$ cat config.mk
export PLATFORM = sky130hd
export DESIGN_NAME = pack_guard
export DESIGN_NICKNAME = d
export VERILOG_FILES = /design/src/rtl/pg_pkg.sv /design/src/rtl/pg_tick_gen.sv /design/src/rtl/pg_fault_timer.sv /design/src/rtl/pack_guard.sv
export SDC_FILE = /design/constraint.sdc
export NUM_CORES = 1
export LEC_CHECK = 0
export BUFFER_PORTS_ARGS = -buffer_cell sky130_fd_sc_hd__buf_2
export CAP_MARGIN = 20
export CORE_MARGIN = 1
export CORE_UTILIZATION = 60
export CTS_CLUSTER_DIAMETER = 80
export DETAILED_ROUTE_END_ITERATION = 8
export GPL_ROUTABILITY_DRIVEN = 0
export PLACE_DENSITY_LB_ADDON = 0.05
export SYNTH_ARGS = -nofsm -noshare
export SYNTH_HDL_FRONTEND = slang
export SYNTH_SLANG_ARGS = --single-unit
export TNS_END_PERCENT = 30
$ cat constraint.sdc
create_clock -name clk -period 6.3 [get_ports clk]
set_clock_uncertainty 0.2 [all_clocks]
set_input_delay 1.26 -clock clk [delete_from_list [all_inputs] [get_ports clk]]
set_output_delay 1.26 -clock clk [all_outputs]
set_load 0.005 [all_outputs]
$ cat src/rtl/pg_pkg.sv
package pg_pkg;
  // width of a counter that must hold values 0..max_val
  function automatic int unsigned cnt_w(input int unsigned max_val);
    return (max_val < 2) ? 1 : $clog2(max_val + 1);
  endfunction
endpackage

$ cat src/rtl/pg_tick_gen.sv
module pg_tick_gen #(
  parameter int unsigned SLOW_DIV   = 1000,
  parameter int unsigned SAMPLE_DIV = 60
) (
  input  logic clk,
  input  logic rst,
  input  logic run,
  output logic slow_en,
  output logic samp_tick
);
  localparam int unsigned SW = pg_pkg::cnt_w(SAMPLE_DIV);

  generate
    if (SLOW_DIV <= 1) begin : g_fast
      assign slow_en = 1'b1;
    end else begin : g_div
      localparam int unsigned DW = pg_pkg::cnt_w(SLOW_DIV);
      logic [DW-1:0] dcnt;
      always_ff @(posedge clk) begin
        if (rst || dcnt == DW'(SLOW_DIV - 1)) dcnt <= '0;
        else                                  dcnt <= dcnt + 1'b1;
      end
      assign slow_en = (dcnt == DW'(SLOW_DIV - 1));
    end
  endgenerate

  logic [SW-1:0] scnt;
  always_ff @(posedge clk) begin
    if (rst || !run) begin
      scnt      <= '0;
      samp_tick <= 1'b0;
    end else begin
      samp_tick <= 1'b0;
      if (slow_en) begin
        if (scnt == SW'(SAMPLE_DIV - 1)) begin
          scnt      <= '0;
          samp_tick <= 1'b1;
        end else begin
          scnt <= scnt + 1'b1;
        end
      end
    end
  end
endmodule

$ cat src/rtl/pg_fault_timer.sv
module pg_fault_timer #(
  parameter int unsigned DLY = 950
) (
  input  logic clk,
  input  logic rst,
  input  logic step,
  input  logic cond,
  output logic done
);
  localparam int unsigned CW = pg_pkg::cnt_w(DLY);
  logic [CW-1:0] cnt;

  // reloads whenever the condition is absent; counts down only while present
  always_ff @(posedge clk) begin
    if (rst || !cond)              cnt <= CW'(DLY);
    else if (step && cnt != '0)    cnt <= cnt - 1'b1;
  end

  assign done = cond && (cnt == '0);
endmodule

$ cat src/rtl/pack_guard.sv
module pack_guard #(
  parameter int unsigned N_CELLS    = 2,
  parameter int unsigned SLOW_DIV   = 1000,
  parameter int unsigned SAMPLE_DIV = 60,
  parameter int unsigned OV_DLY     = 950,
  parameter int unsigned UV_DLY     = 950,
  parameter int unsigned OC_DLY     = 12,
  parameter int unsigned OC_FILT    = 1500
) (
  input  logic               clk,
  input  logic               rst,
  input  logic [N_CELLS-1:0] cell_ov,
  input  logic [N_CELLS-1:0] cell_below_ce,
  input  logic [N_CELLS-1:0] cell_uv,
  input  logic [N_CELLS-1:0] cell_open,
  input  logic               oc_det,
  input  logic               chg_det,
  input  logic               pack_off,
  output logic               chg_en,
  output logic               dsg_en,
  output logic               sleep_o
);
  localparam int unsigned FW = pg_pkg::cnt_w(OC_FILT);

  logic slow_en, samp_tick, sleep_q;
  logic s_any_ov, s_all_ce, s_any_uv;
  logic ov_exp, uv_exp, oc_exp, uv_trip;
  logic ov_latch;
  logic [FW-1:0] fcnt;
  logic oc_f;

  pg_tick_gen #(.SLOW_DIV(SLOW_DIV), .SAMPLE_DIV(SAMPLE_DIV)) u_tick (
    .clk(clk), .rst(rst), .run(!sleep_q),
    .slow_en(slow_en), .samp_tick(samp_tick)
  );

  // sampled cell view, cleared while asleep so a wake starts clean
  always_ff @(posedge clk) begin
    if (rst || sleep_q) begin
      s_any_ov <= 1'b0;
      s_all_ce <= 1'b0;
      s_any_uv <= 1'b0;
    end else if (samp_tick) begin
      s_any_ov <= |(cell_ov | cell_open);
      s_all_ce <= &cell_below_ce;
      s_any_uv <= |cell_uv;
    end
  end

  pg_fault_timer #(.DLY(OV_DLY)) u_ov_tmr (
    .clk(clk), .rst(rst), .step(slow_en), .cond(s_any_ov), .done(ov_exp)
  );

  pg_fault_timer #(.DLY(UV_DLY)) u_uv_tmr (
    .clk(clk), .rst(rst), .step(slow_en), .cond(s_any_uv), .done(uv_exp)
  );

  // re-check the live flags at expiry
  assign uv_trip = uv_exp && (|cell_uv);

  // continuous short filter on the overcurrent flag, in clock cycles
  always_ff @(posedge clk) begin
    if (rst || !oc_det)          fcnt <= '0;
    else if (fcnt != FW'(OC_FILT)) fcnt <= fcnt + 1'b1;
  end
  assign oc_f = oc_det && (fcnt == FW'(OC_FILT));

  pg_fault_timer #(.DLY(OC_DLY)) u_oc_tmr (
    .clk(clk), .rst(rst), .step(slow_en), .cond(oc_f && !pack_off), .done(oc_exp)
  );

  always_ff @(posedge clk) begin
    if (rst)                          ov_latch <= 1'b0;
    else if (ov_exp)                  ov_latch <= 1'b1;
    else if (s_all_ce && !s_any_ov)   ov_latch <= 1'b0;
  end

  always_ff @(posedge clk) begin
    if (rst)                     sleep_q <= 1'b1;
    else if (sleep_q && chg_det) sleep_q <= 1'b0;
    else if (uv_trip)            sleep_q <= 1'b1;
  end

  always_ff @(posedge clk) begin
    if (rst) begin
      chg_en  <= 1'b1;
      dsg_en  <= 1'b0;
      sleep_o <= 1'b1;
    end else begin
      chg_en  <= !pack_off && !ov_latch;
      dsg_en  <= !pack_off && !sleep_q && !oc_exp;
      sleep_o <= sleep_q;
    end
  end
endmodule

# Word-level counts from Yosys, hierarchy flattened
# Cells that the tools add are included.
# word_totals
reg_bits	60
latchBits	0
mem_bits_rw	0
rom_bits	0
out_inout_bits	3
wordCells	73
mem_count	0
# op_classes
n_addsub	6
mul	0
n_div	0
order_cmp	0
eq_ne	4
shift	0
muxes	6
bitwise	2
reduce_logical	40
# op_table
cell	n
$logic_not 10->1	2
$reduce_bool 10->1	2
$sub 10x1->10 const B	2
$logic_and 1x1->1	14
$add 11x1->11 const B	1
$eq 11x11->1 const B	1
$ne 11x11->1 const B	1
$add 10x1->10 const B	1
$eq 10x10->1 const B	1
$logic_not 1->1	8
$add 6x1->6 const B	1
$eq 6x6->1 const B	1
$logic_or 1x1->1	6
$mux 6	1
$reduce_or 2->1	3
$mux 1	5
$logic_not 4->1	1
$reduce_bool 2->1	2
$reduce_bool 4->1	1
$sub 4x1->4 const B	1
$or 2x2->2	1
$reduce_and 2->1	1
$not 1->1	1

# Logic depth before layout (Yosys ltp)
# Gate-level depths: netlist of run 1.
# depth
ltp_word	6
ltp_mapped	7
mapped_depth_nobuf	6

# Modules after synthesis
# A second synthesis of run 1 with hierarchy kept.
# hier_totals
hier_cells	320
hier_area_um2	2811.4
# modules_own_cells
mod	n_inst	cells_each	area_each_um2
pg_fault_timer at u_ov_tmr ...	2	56	493.0
pack_guard	1	94	840.8
pg_tick_gen	1	88	767.0
pg_fault_timer at u_oc_tmr	1	26	217.7

# Worst setup path after synthesis of run 1
# OpenSTA, ideal clock, no wires.
# synth_timing
kind	input port to flip-flop
start	input rst
end	register u_oc_tmr.cnt[2]
t_arrival_ps	2160
required_time_ps	5981
path_slack_ps	3820
cell_stages	4
cell_sequence	nand2b_1 -> buf_1 -> or4_1 -> o21bai_1
# synth_via
elab_chain_cells	1
# synth_rtl
item	line	source
start, declared	pack_guard.sv:11	input logic rst,
$logic_or 1x1->1	pg_fault_timer.sv:15	if (rst || !cond) cnt <= CW'(DLY);
end signal, assigned	pg_fault_timer.sv:15	
end signal, assigned	pg_fault_timer.sv:16	else if (step && cnt != '0) cnt <= cnt - 1'b1;
end, declared	pg_fault_timer.sv:11	logic [CW-1:0] cnt;
# No other way between the ends.
# A chain may end at the register's enable or synchronous reset.

# Final worst setup path of run 1
# Same ends and word-level chain as after synthesis.

==> qor.csv, run 1 <==
stage;metric;value;unit
global_routing;grt_pass1_wl;9.60;mm
synthesis;ys_types;51;
floorplanning;die_width;71.0;um
critical_path;worstPathCellList;buf_2 -> nand2b_1 -> or4_1 -> o21bai_1;
global_routing;grt_pass1_vias;2193;
synthesis;seq_area_frac_synth;0.421;
floorplanning;initial_utilization;0.638;
drt;avgViaCountPerCell;5.94;
synthesis;synthTopCellsByArea;dfxtp_1 42%, nor2_1 4.5%, nand3_1 3.7%;
critical_path;cpLargestDelayFamily;simple AND/OR/NAND/NOR gates;
critical_path;critPathSlowestCell;or4_1;
synthesis;syn_nets;351;
power;fin_total_pwr;749;uW
power;peakVddDrop;181;uV
critical_path;start_kind;input pin;
clock_tree;worstSkewPairLatency;340;ps
job;cap_violations;0;
synthesis;synth_edf_count;0;
final_layout;diodes;0;
sta;timing.fmax;0.403;GHz
clock_tree;htreeDepth;3;
synthesis;synth_seq_cells;60;
hold_path;hold-path-cell-count;1;
hold_path;hold_class;flop to flop;
sta;period_share;0.394;
final_layout;nNetsFinal;368;
drt;detail-route-antenna-nets;0;
clock_tree;postCtsSetupRepairBufs;0;
critical_path;arrival;2510;ps
sta;hold_viol_final;0;
placement;dpl.hpwl;3.75;mm
synthesis;syn_area_per_cell;8.64;um^2
final_layout;fin_cells;404;
final_layout;syn_to_final_growth;10.4;%
drt;dr.pass1.iters;4;
global_routing;grt_max_degree;30;
clock_tree;cts_made_buffers;9;
power;p_per_area;238;mW/mm^2
critical_path;crit_path_max_incr_delay;520;ps
clock_tree;cts_max_path_buffers;2;
floorplanning;ios;16;
drt;avgRoutedWirePerCell;13.2;um
drt;drc;0;
sta;drv_slew;0;
synthesis;ys_async_sr_fraction;0;
sta;worstMarginPinSlew;592;ps
sta;slew_headroom;0.600;
sta;fin_setup_tns;0;ps
final_layout;drive_above_1_share;0.116;
critical_path;r2r_cells;6;
synthesis;yosysTopAreaCell;dfxtp_1;
floorplanning;rows;24;
drt;vias;2399;
synthesis;synthCells;330;
floorplanning;core-area;0.00447;mm^2
sta;setup_viol;0;
clock_tree;cts_tree;done;
global_routing;grt_use_total;0.243;
critical_path;cp-end-kind;flop;
clock_tree;hold_buffers;0;
placement;dp.cells;387;
synthesis;synth_ff_type;dfxtp_1;
critical_path;path_class;input pin to flop;
clock_tree;path_clk_slew;80;ps
critical_path;cp.depth;4;
clock_tree;clock-sinks;60;
placement;numPortBuffers;15;
clock_tree;root_buffer;clkbuf_8;
power;leakage;0.00114;uW
outcome;outcome;complete, no violations;
drt;routed_wl;5.32;mm
final_layout;final_cell_mix;60 x dfxtp_1, 34 x nor2_1, 21 x nand3_1;
synthesis;yosys.area.top_type_share;0.421;
critical_path;required;6330;ps
critical_path;critical_path_buf_inv_count;1;
global_routing;grt_overflow;0;
sta;finalCriticalPeriod;2480;ps
critical_path;critical_path.max_fanout;20;
drt;drtIter0Drc;124;
floorplanning;fp.dieArea;0.00503;mm^2
floorplanning;die_h;71.0;um
synthesis;syn-cell-area;0.00285;mm^2
clock_tree;cts.repair.resized;0;
final_layout;mostFrequentLayoutCell;dfxtp_1;
sta;rsz0062_at_grt;false;
synthesis;yosys_warnings;0;
global_routing;antenna_found_initial;0;
## cell families (layout without fill, tap and decap cells)
group | count (synthesis) | after routing | share of synthesized area
fa+ha+maj | 8 | 8 | 0.0351
buf+inv | 26 | 48 | 0.0417
xor+xnor | 17 | 17 | 0.0522
compound gates | 59 | 59 | 0.124
flops | 60 | 60 | 0.421
simple gates | 157 | 157 | 0.316
mux | 3 | 3 | 0.0105
## layout make-up
class	count	area (um^2)
clock buffers	9	124
repair buffers	16	90.1
multi-input cells	244	1530
clock inverters	7	76.3
flip-flops and latches	60	1200
inverters	16	60.1
well taps	52	65.1
fillers	350	1330
## per-stage QoR
step                      hold WS [ps]   util  setup slack, ps  area, um^2
after detailed placement           239  0.656             3460        2930
final                              262  0.704             3820        3150
after floorplan                    210      -             3820        2850
after CTS                          257  0.701             3690        3130
after global placement             252  0.656             3480        2930
after global routing               293  0.704             3690        3150
## layer usage
layer | part of all wire | up-vias | routed length, um | global-route usage
met2 | 0.44 | 48 | 2360 | 0.363
li1 | - | 1239 | - | -
met1 | 0.51 | 1108 | 2690 | 0.322
met5 | 0 | - | 0 | 0
met4 | 0.0064 | 0 | 34 | 0.0822
met3 | 0.045 | 4 | 239 | 0.0940
## power breakdown
part / switching, uW / internal [uW]
Clock: 159 / 184
Combinational: 10.4 / 8.83
Sequential: 3.21 / 383
## cells in the mapped netlist (3+ instances only)
cell type / count
dfxtp_1: 60
nor2_1: 34
nand3_1: 21
a21oi_1: 17
nand2_1: 17
inv_1: 16
nor3_1: 16
o21ai_0: 14
nand4_1: 13
and3_1: 12
xnor2_1: 12
ha_1: 8
a31oi_1: 7
or4_1: 6
nand2b_1: 5
nor4_1: 5
o21ai_1: 5
xor2_1: 5
o21bai_1: 4
a211oi_1: 3
and4_1: 3
clkbuf_1: 3
mux2i_1: 3
o31ai_1: 3
or3_1: 3
## worst paths after layout
path	from	to	slack [ps]
hold / removal	ov_latch	chg_en	260
setup / recovery	rst	u_oc_tmr.cnt[2]	3820
hold reg to reg	ov_latch	chg_en	260
setup reg to reg	u_tick.g_div.dcnt[0]	u_ov_tmr.cnt[7]	3870
## registers in the layout, summed over array words and instances (netlist names), 4 cells and up
signal             count
u_tick.g_div.dcnt     10
fcnt                  11
u_ov_tmr.cnt          10
u_oc_tmr.cnt           4
u_tick.scnt            6
u_uv_tmr.cnt          10
No activity file was read; power rests on OpenSTA's default activity.
==> run 2, diff against run 1 <==
--- a/config.mk
+++ b/config.mk
@@ -5,6 +5,7 @@
 export SDC_FILE = /design/constraint.sdc
 export NUM_CORES = 1
 export LEC_CHECK = 0
+export ABC_AREA = 1
 export BUFFER_PORTS_ARGS = -buffer_cell sky130_fd_sc_hd__buf_2
 export CAP_MARGIN = 20
 export CORE_MARGIN = 1
==> constraint.sdc (replaced) <==
create_clock -name clk -period 2.4 [get_ports clk]
set_clock_uncertainty 0.2 [all_clocks]
set_input_delay 0.48 -clock clk [delete_from_list [all_inputs] [get_ports clk]]
set_output_delay 0.48 -clock clk [all_outputs]
set_load 0.005 [all_outputs]
==> run 2 against run 1 <==
Synthesized cell count is 25% higher. Total power up 150%. Highest routed layer unchanged. Sequential share of layout area shrank 2.8 points. Clock power is 130% higher. Critical path type is now flop to flop. Critical endpoint is now u_uv_tmr.cnt[3].
==> qor.csv, run 2 <==
stage;metric;value;unit;change
outcome;outcome;complete, no violations;;unchanged
final_layout;mostFrequentLayoutCell;nand2_1;;was dfxtp_1
critical_path;path_class;flop to flop;;was input pin to flop
final_layout;nNetsFinal;457;;was 368
critical_path;critical_path.max_fanout;14;;was 20
synthesis;synthCells;411;;was 330
clock_tree;cts.repair.resized;0;;unchanged
sta;timing.fmax;0.554;GHz;
critical_path;start_kind;flop;;was input pin
synthesis;yosys.area.top_type_share;0.389;;was 0.421
sta;period_share;0.752;;
critical_path;cpLargestDelayFamily;simple AND/OR/NAND/NOR gates;;unchanged
synthesis;syn-cell-area;0.00309;mm^2;was 0.00285 mm^2
placement;dpl.hpwl;4.22;mm;was 3.75 mm
global_routing;grt_overflow;0;;unchanged
final_layout;syn_to_final_growth;10.0;%;was 10.4%
floorplanning;die_h;73.7;um;was 71.0 um
drt;drtIter0Drc;102;;was 124
global_routing;grtUsageMet1;0.284;;was 0.322
critical_path;crit_path_max_incr_delay;350;ps;was 520 ps
synthesis;yosysMostFrequentCell;nand2_1;;was dfxtp_1
drt;avgViaCountPerCell;5.10;;was 5.94
job;cap_violations;0;;unchanged
clock_tree;root_buffer;clkbuf_8;;unchanged
critical_path;critical_path_buf_inv_count;1;;unchanged
clock_tree;htreeDepth;3;;unchanged
drt;routed_wl;5.68;mm;was 5.32 mm
global_routing;antenna_found_initial;0;;unchanged
synthesis;yosysTopAreaCell;dfxtp_1;;unchanged
final_layout;final_cell_mix;93 x nand2_1, 60 x dfxtp_1, 47 x inv_1;;was 60 x dfxtp_1, 34 x nor2_1, 21 x nand3_1
global_routing;grt_pass1_vias;2343;;was 2193
synthesis;synthTopCellsByArea;dfxtp_1 39%, nand2_1 11%, inv_1 5.7%;;was dfxtp_1 42%, nor2_1 4.5%, nand3_1 3.7%
global_routing;grt_pass1_wl;9.88;mm;was 9.60 mm
global_routing;grt_busiest_layer;met2;;unchanged
power;peakVddDrop;459;uV;was 181 uV
floorplanning;initial_utilization;0.637;;was 0.638
synthesis;synth_seq_cells;60;;unchanged
power;p_per_area;547;mW/mm^2;was 238 mW/mm^2
critical_path;cp-end-kind;flop;;unchanged
sta;worstMarginPinSlew;463;ps;was 592 ps
power;fin_total_pwr;1860;uW;was 749 uW
sta;hold_viol_final;0;;unchanged
synthesis;ys_types;38;;was 51
floorplanning;die_width;73.7;um;was 71.0 um
synthesis;seq_area_frac_synth;0.389;;was 0.421
synthesis;syn_nets;432;;was 351
synthesis;syn_area_per_cell;7.51;um^2;was 8.64 um^2
sta;setup_viol;0;;unchanged
clock_tree;postCtsSetupRepairBufs;0;;unchanged
drt;avgRoutedWirePerCell;11.2;um;was 13.2 um
sta;finalCriticalPeriod;1810;ps;
floorplanning;fp.dieArea;0.00544;mm^2;was 0.00503 mm^2
global_routing;met2_usage;0.397;;was 0.363
sta;slew_headroom;0.690;;was 0.600
final_layout;diodes;0;;unchanged
drt;dr.pass1.iters;4;;unchanged
critical_path;worstPathCellList;ha_1 -> nand3_2 -> nor2_8 -> nand2_4 -> inv_2 -> nand2_1 -> a21oi_1;;was buf_2 -> nand2b_1 -> or4_1 -> o21bai_1
synthesis;synth_edf_count;0;;unchanged
sta;rsz0062_at_grt;false;;unchanged
global_routing;grtUsageMet3;0.0768;;was 0.0940
drt;drc;0;;unchanged
critical_path;required;2470;ps;was 6330 ps
floorplanning;core-area;0.00485;mm^2;was 0.00447 mm^2
critical_path;arrival;1880;ps;was 2510 ps
final_layout;drive_above_1_share;0.166;;was 0.116
final_layout;top_register;fcnt;;unchanged
clock_tree;clock-sinks;60;;unchanged
synthesis;synth_commonest_cells;93 x nand2_1, 60 x dfxtp_1, 47 x inv_1;;was 60 x dfxtp_1, 34 x nor2_1, 21 x nand3_1
drt;vias;2591;;was 2399
power;leakage;0.00140;uW;was 0.00114 uW
final_layout;fill_cells;400;;was 350
synthesis;yosys_warnings;0;;unchanged
floorplanning;ios;16;;unchanged
clock_tree;cts_made_buffers;9;;unchanged
synthesis;synth_ff_type;dfxtp_1;;unchanged
sta;drv_slew;0;;unchanged
drt;detail-route-antenna-nets;0;;unchanged
clock_tree;cts_max_path_buffers;2;;unchanged
placement;numPortBuffers;15;;unchanged
global_routing;grt_max_degree;15;;was 30
critical_path;critPathSlowestCell;dfxtp_1;;was or4_1
clock_tree;path_clk_slew;70;ps;was 80 ps
global_routing;grt_use_total;0.239;;was 0.243
final_layout;largest_reg_flops;11;;unchanged
clock_tree;cts_tree;done;;unchanged
clock_tree;hold_buffers;0;;unchanged
hold_path;hold_class;input pin to flop;;was flop to flop
clock_tree;worstSkewPairLatency;340;ps;about the same
floorplanning;rows;25;;was 24
synthesis;ys_async_sr_fraction;0;;unchanged
sta;fin_setup_tns;0;ps;unchanged
## run 2: changes by cell type in the layout (fill, tap and decap cells not counted), moves of 6 or more
cell / change
or4_1: -6
nor3_1: -8
nor2_1: +7
inv_1: +31
nand2_2: +8
nor2_2: +8
and3_1: -11
nand3_1: +12
nand2_1: +76
## run 2: cell type report
cell class | count | area (um^2) | share of cell area
Clock inverter | 5 | 27.5 | 0.00810
Tap cell | 67 | 83.8 | 0.0247
Multi-Input combinational cell | 296 | 1660 | 0.489
Timing Repair Buffer | 16 | 82.6 | 0.0243
Inverter | 53 | 200 | 0.0589
Sequential cell | 60 | 1200 | 0.354
Clock buffer | 11 | 141 | 0.0416
## run 2: metal layers
| metal | wire length, um | up-vias |
|---|---|---|
| met5 | 0 | - |
| met4 | 118 | 0 |
| met3 | 214 | 13 |
| met2 | 2640 | 44 |
| met1 | 2700 | 1157 |
| li1 | - | 1377 |
## run 2: report_power, final
part | total, uW | internal [uW] | switching (uW)
Clock | 796 | 395 | 401
Sequential | 1010 | 1000 | 6.05
Combinational | 51.4 | 20.7 | 30.7
Total | 1860 | 1420 | 437
## run 2: cell families (layout without fill, tap and decap cells)
logic type | Yosys count | after routing | synth area share
fa+ha+maj | 8 | 8 | 0.0324
compound gates | 47 | 47 | 0.0875
buf+inv | 55 | 85 | 0.0733
xor+xnor | 20 | 20 | 0.0567
flops | 60 | 60 | 0.389
simple gates | 221 | 221 | 0.361
## run 2: path summary, 6_finish.rpt
check | from | endpoint | slack (ps) | depth (start not counted)
max | u_tick.g_div.dcnt[0] | u_uv_tmr.cnt[3] | 590 | 7
min | cell_ov[1] | s_any_ov | 180 | 3
max reg2reg | u_tick.g_div.dcnt[0] | u_uv_tmr.cnt[3] | 590 | 7
min reg2reg | u_tick.g_div.dcnt[0] | u_tick.g_div.dcnt[0] | 250 | 1
## run 2: stage by stage
stage | instance area, um^2 | setup slack [ps] | instances | utilization | hold slack [ps]
final | 3400 | 594 | 508 | 0.701 | 182
after global routing | 3400 | 440 | 508 | 0.701 | 195
after CTS | 3400 | 589 | 508 | 0.701 | 176
after detailed placement | 3230 | 613 | 492 | 0.666 | 243
after global placement | 3230 | 598 | 492 | 0.666 | 232
after floorplan | 3090 | 834 | 411 | - | 218
## run 2: worst reg2reg max path, delay by kind of cell (launching register included)
family	cells	cell delay [ps]
adders and majority gates	1	260
buffers and inverters	1	150
and+or+nand+nor	4	670
DFF	1	350
AOI/OAI and AO/OA	1	110
==> run 3, diff against run 2 <==
==> constraint.sdc (replaced) <==
create_clock -name clk -period 1.7 [get_ports clk]
set_clock_uncertainty 0.2 [all_clocks]
set_input_delay 0.34 -clock clk [delete_from_list [all_inputs] [get_ports clk]]
set_output_delay 0.34 -clock clk [all_outputs]
set_load 0.005 [all_outputs]
==> run 3 against run 2 <==
Sequential share of layout area decreased by 1.6 points. Routed wire length increased by 6.4%. Largest power group unchanged. Sequential power increased by 42%. Flip-flop and latch count unchanged. Die area unchanged. Clock power increased by 49%. Combinational power increased by 64%. Clock-buffer cell count increased by 3. Final cell count increased by 2.8%. Setup slack got worse by 530 ps. Non-clock buffer count increased by 15.
==> qor.csv, run 3 (synthesis results as in run 2) <==
stage;metric;value;unit;change
global_routing;grt_pass1_wl;10.1;mm;was 9.88 mm
clock_tree;root_buffer;clkbuf_8;;unchanged
drt;avgViaCountPerCell;5.09;;was 5.10
floorplanning;die_h;73.7;um;unchanged
placement;dpl.hpwl;4.50;mm;was 4.22 mm
sta;period_share;0.963;;was 0.752
final_layout;top_register;fcnt;;unchanged
clock_tree;worstSkewPairLatency;330;ps;was 340 ps
final_layout;drive_above_1_share;0.202;;was 0.166
critical_path;arrival;1690;ps;was 1880 ps
critical_path;crit_path_max_incr_delay;350;ps;about the same
floorplanning;rows;25;;unchanged
power;peakVddDrop;523;uV;was 459 uV
floorplanning;ios;16;;unchanged
final_layout;diodes;0;;unchanged
drt;routed_wl;6.04;mm;was 5.68 mm
placement;numPortBuffers;15;;unchanged
clock_tree;path_clk_slew;60;ps;was 70 ps
clock_tree;cts_made_buffers;9;;unchanged
outcome;outcome;complete, no violations;;unchanged
sta;slew_headroom;0.769;;was 0.690
clock_tree;hold_buffers;0;;unchanged
global_routing;antenna_found_initial;0;;unchanged
power;p_per_area;761;mW/mm^2;was 547 mW/mm^2
drt;drc;0;;unchanged
sta;hold_viol_final;0;;unchanged
sta;setup_viol;0;;unchanged
job;cap_violations;0;;unchanged
final_layout;mostFrequentLayoutCell;nand2_1;;unchanged
final_layout;nNetsFinal;472;;was 457
hold_path;hold_class;input pin to flop;;unchanged
clock_tree;cts_max_path_buffers;2;;unchanged
critical_path;critPathSlowestCell;dfxtp_1;;unchanged
clock_tree;htreeDepth;3;;unchanged
global_routing;grt_max_degree;14;;was 15
sta;fin_setup_tns;0;ps;unchanged
final_layout;syn_to_final_growth;15.3;%;was 10.0%
floorplanning;die_width;73.7;um;unchanged
drt;dr.pass1.iters;4;;unchanged
power;fin_total_pwr;2710;uW;was 1860 uW
sta;finalCriticalPeriod;1640;ps;was 1810 ps
clock_tree;cts_tree;done;;unchanged
sta;rsz0062_at_grt;true;;was false
critical_path;worstPathCellList;inv_1 -> ha_1 -> nand2_2 -> inv_1 -> nand2_2 -> nand2_4 -> inv_4 -> nand2_1 -> a21oi_1;;was ha_1 -> nand3_2 -> nor2_8 -> nand2_4 -> inv_2 -> nand2_1 -> a21oi_1
sta;drv_slew;0;;unchanged
critical_path;start_kind;flop;;unchanged
clock_tree;clock-sinks;60;;unchanged
global_routing;grt_use_total;0.244;;was 0.239
global_routing;grt_overflow;0;;unchanged
sta;worstMarginPinSlew;344;ps;was 463 ps
critical_path;required;1760;ps;was 2470 ps
floorplanning;initial_utilization;0.637;;unchanged
final_layout;largest_reg_flops;11;;unchanged
drt;avgRoutedWirePerCell;11.6;um;was 11.2 um
critical_path;path_class;flop to flop;;unchanged
drt;detail-route-antenna-nets;0;;unchanged
final_layout;final_cell_mix;92 x nand2_1, 59 x dfxtp_1, 47 x inv_1;;was 93 x nand2_1, 60 x dfxtp_1, 47 x inv_1
drt;drtIter0Drc;113;;was 102
global_routing;grt_pass1_vias;2457;;was 2343
critical_path;cp-end-kind;flop;;unchanged
drt;vias;2659;;was 2591
floorplanning;fp.dieArea;0.00544;mm^2;unchanged
power;leakage;0.00148;uW;was 0.00140 uW
floorplanning;core-area;0.00485;mm^2;unchanged
critical_path;critical_path.max_fanout;13;;was 14
sta;timing.fmax;0.611;GHz;was 0.554 GHz
==> run 3: per-layer routing <==
metal	up-vias	share of wire	track usage
met5	-	0	0
met4	0	0.014	0.109
met3	9	0.020	0.0535
met2	25	0.50	0.419
met1	1219	0.47	0.290
li1	1406	-	-
==> run 3: final timing paths <==
check / cells past startpoint / startpoint / slack (ps) / end
hold / removal: 2 / oc_det / 20 / dsg_en
setup reg to reg: 9 / u_uv_tmr.cnt[0] / 60 / u_uv_tmr.cnt[3]
hold reg to reg: 1 / u_tick.g_div.dcnt[0] / 260 / u_tick.g_div.dcnt[0]
setup / recovery: 9 / u_uv_tmr.cnt[0] / 60 / u_uv_tmr.cnt[3]
==> run 3: repair_timing <==
item,4_1_cts,5_1_grt
gates resized for setup,0,8
endpoints found under the setup margin,2,23
setup buffers,4,1
pin swaps,1,3
==> run 3: cell type report <==
cell class	count	area [um^2]
Multi-Input combinational cell	296	1690
Fill cell	403	1290
Sequential cell	60	1200
Inverter	53	203
Timing Repair Buffer	31	195
Clock buffer	14	183
Tap cell	67	83.8
Clock inverter	1	5.00
==> run 3: through the flow <==
stage          utilization  area [um^2]  worst slack, ps  std cells  hold WS [ps]
3_5_place_dp         0.681         3300            -28.4        502           247
6_report             0.734         3560             63.3        522          23.0
5_1_grt              0.734         3560            -51.2        522          27.0
3_3_place_gp         0.681         3300             76.3        502           229
2_1_floorplan            -         3090              134        411           218
4_1_cts              0.726         3520             9.87        521          16.4
==> run 3: worst max-delay path: cells and delay by family, from the launching register on <==
kind / cells / cell delay [ps]
AOI/OAI and AO/OA: 1 / 130
adders and majority gates: 1 / 240
buffers and inverters: 3 / 230
DFF: 1 / 350
and+or+nand+nor: 4 / 410
==> run 3: where the power goes <==
group / internal [uW] / switching (uW) / leakage, uW / total [uW]
Combinational: 36.7 / 47.6 / 0.000899 / 84.3
Clock: 679 / 516 / 0.0000986 / 1190
Sequential: 1420 / 9.40 / 0.000486 / 1430
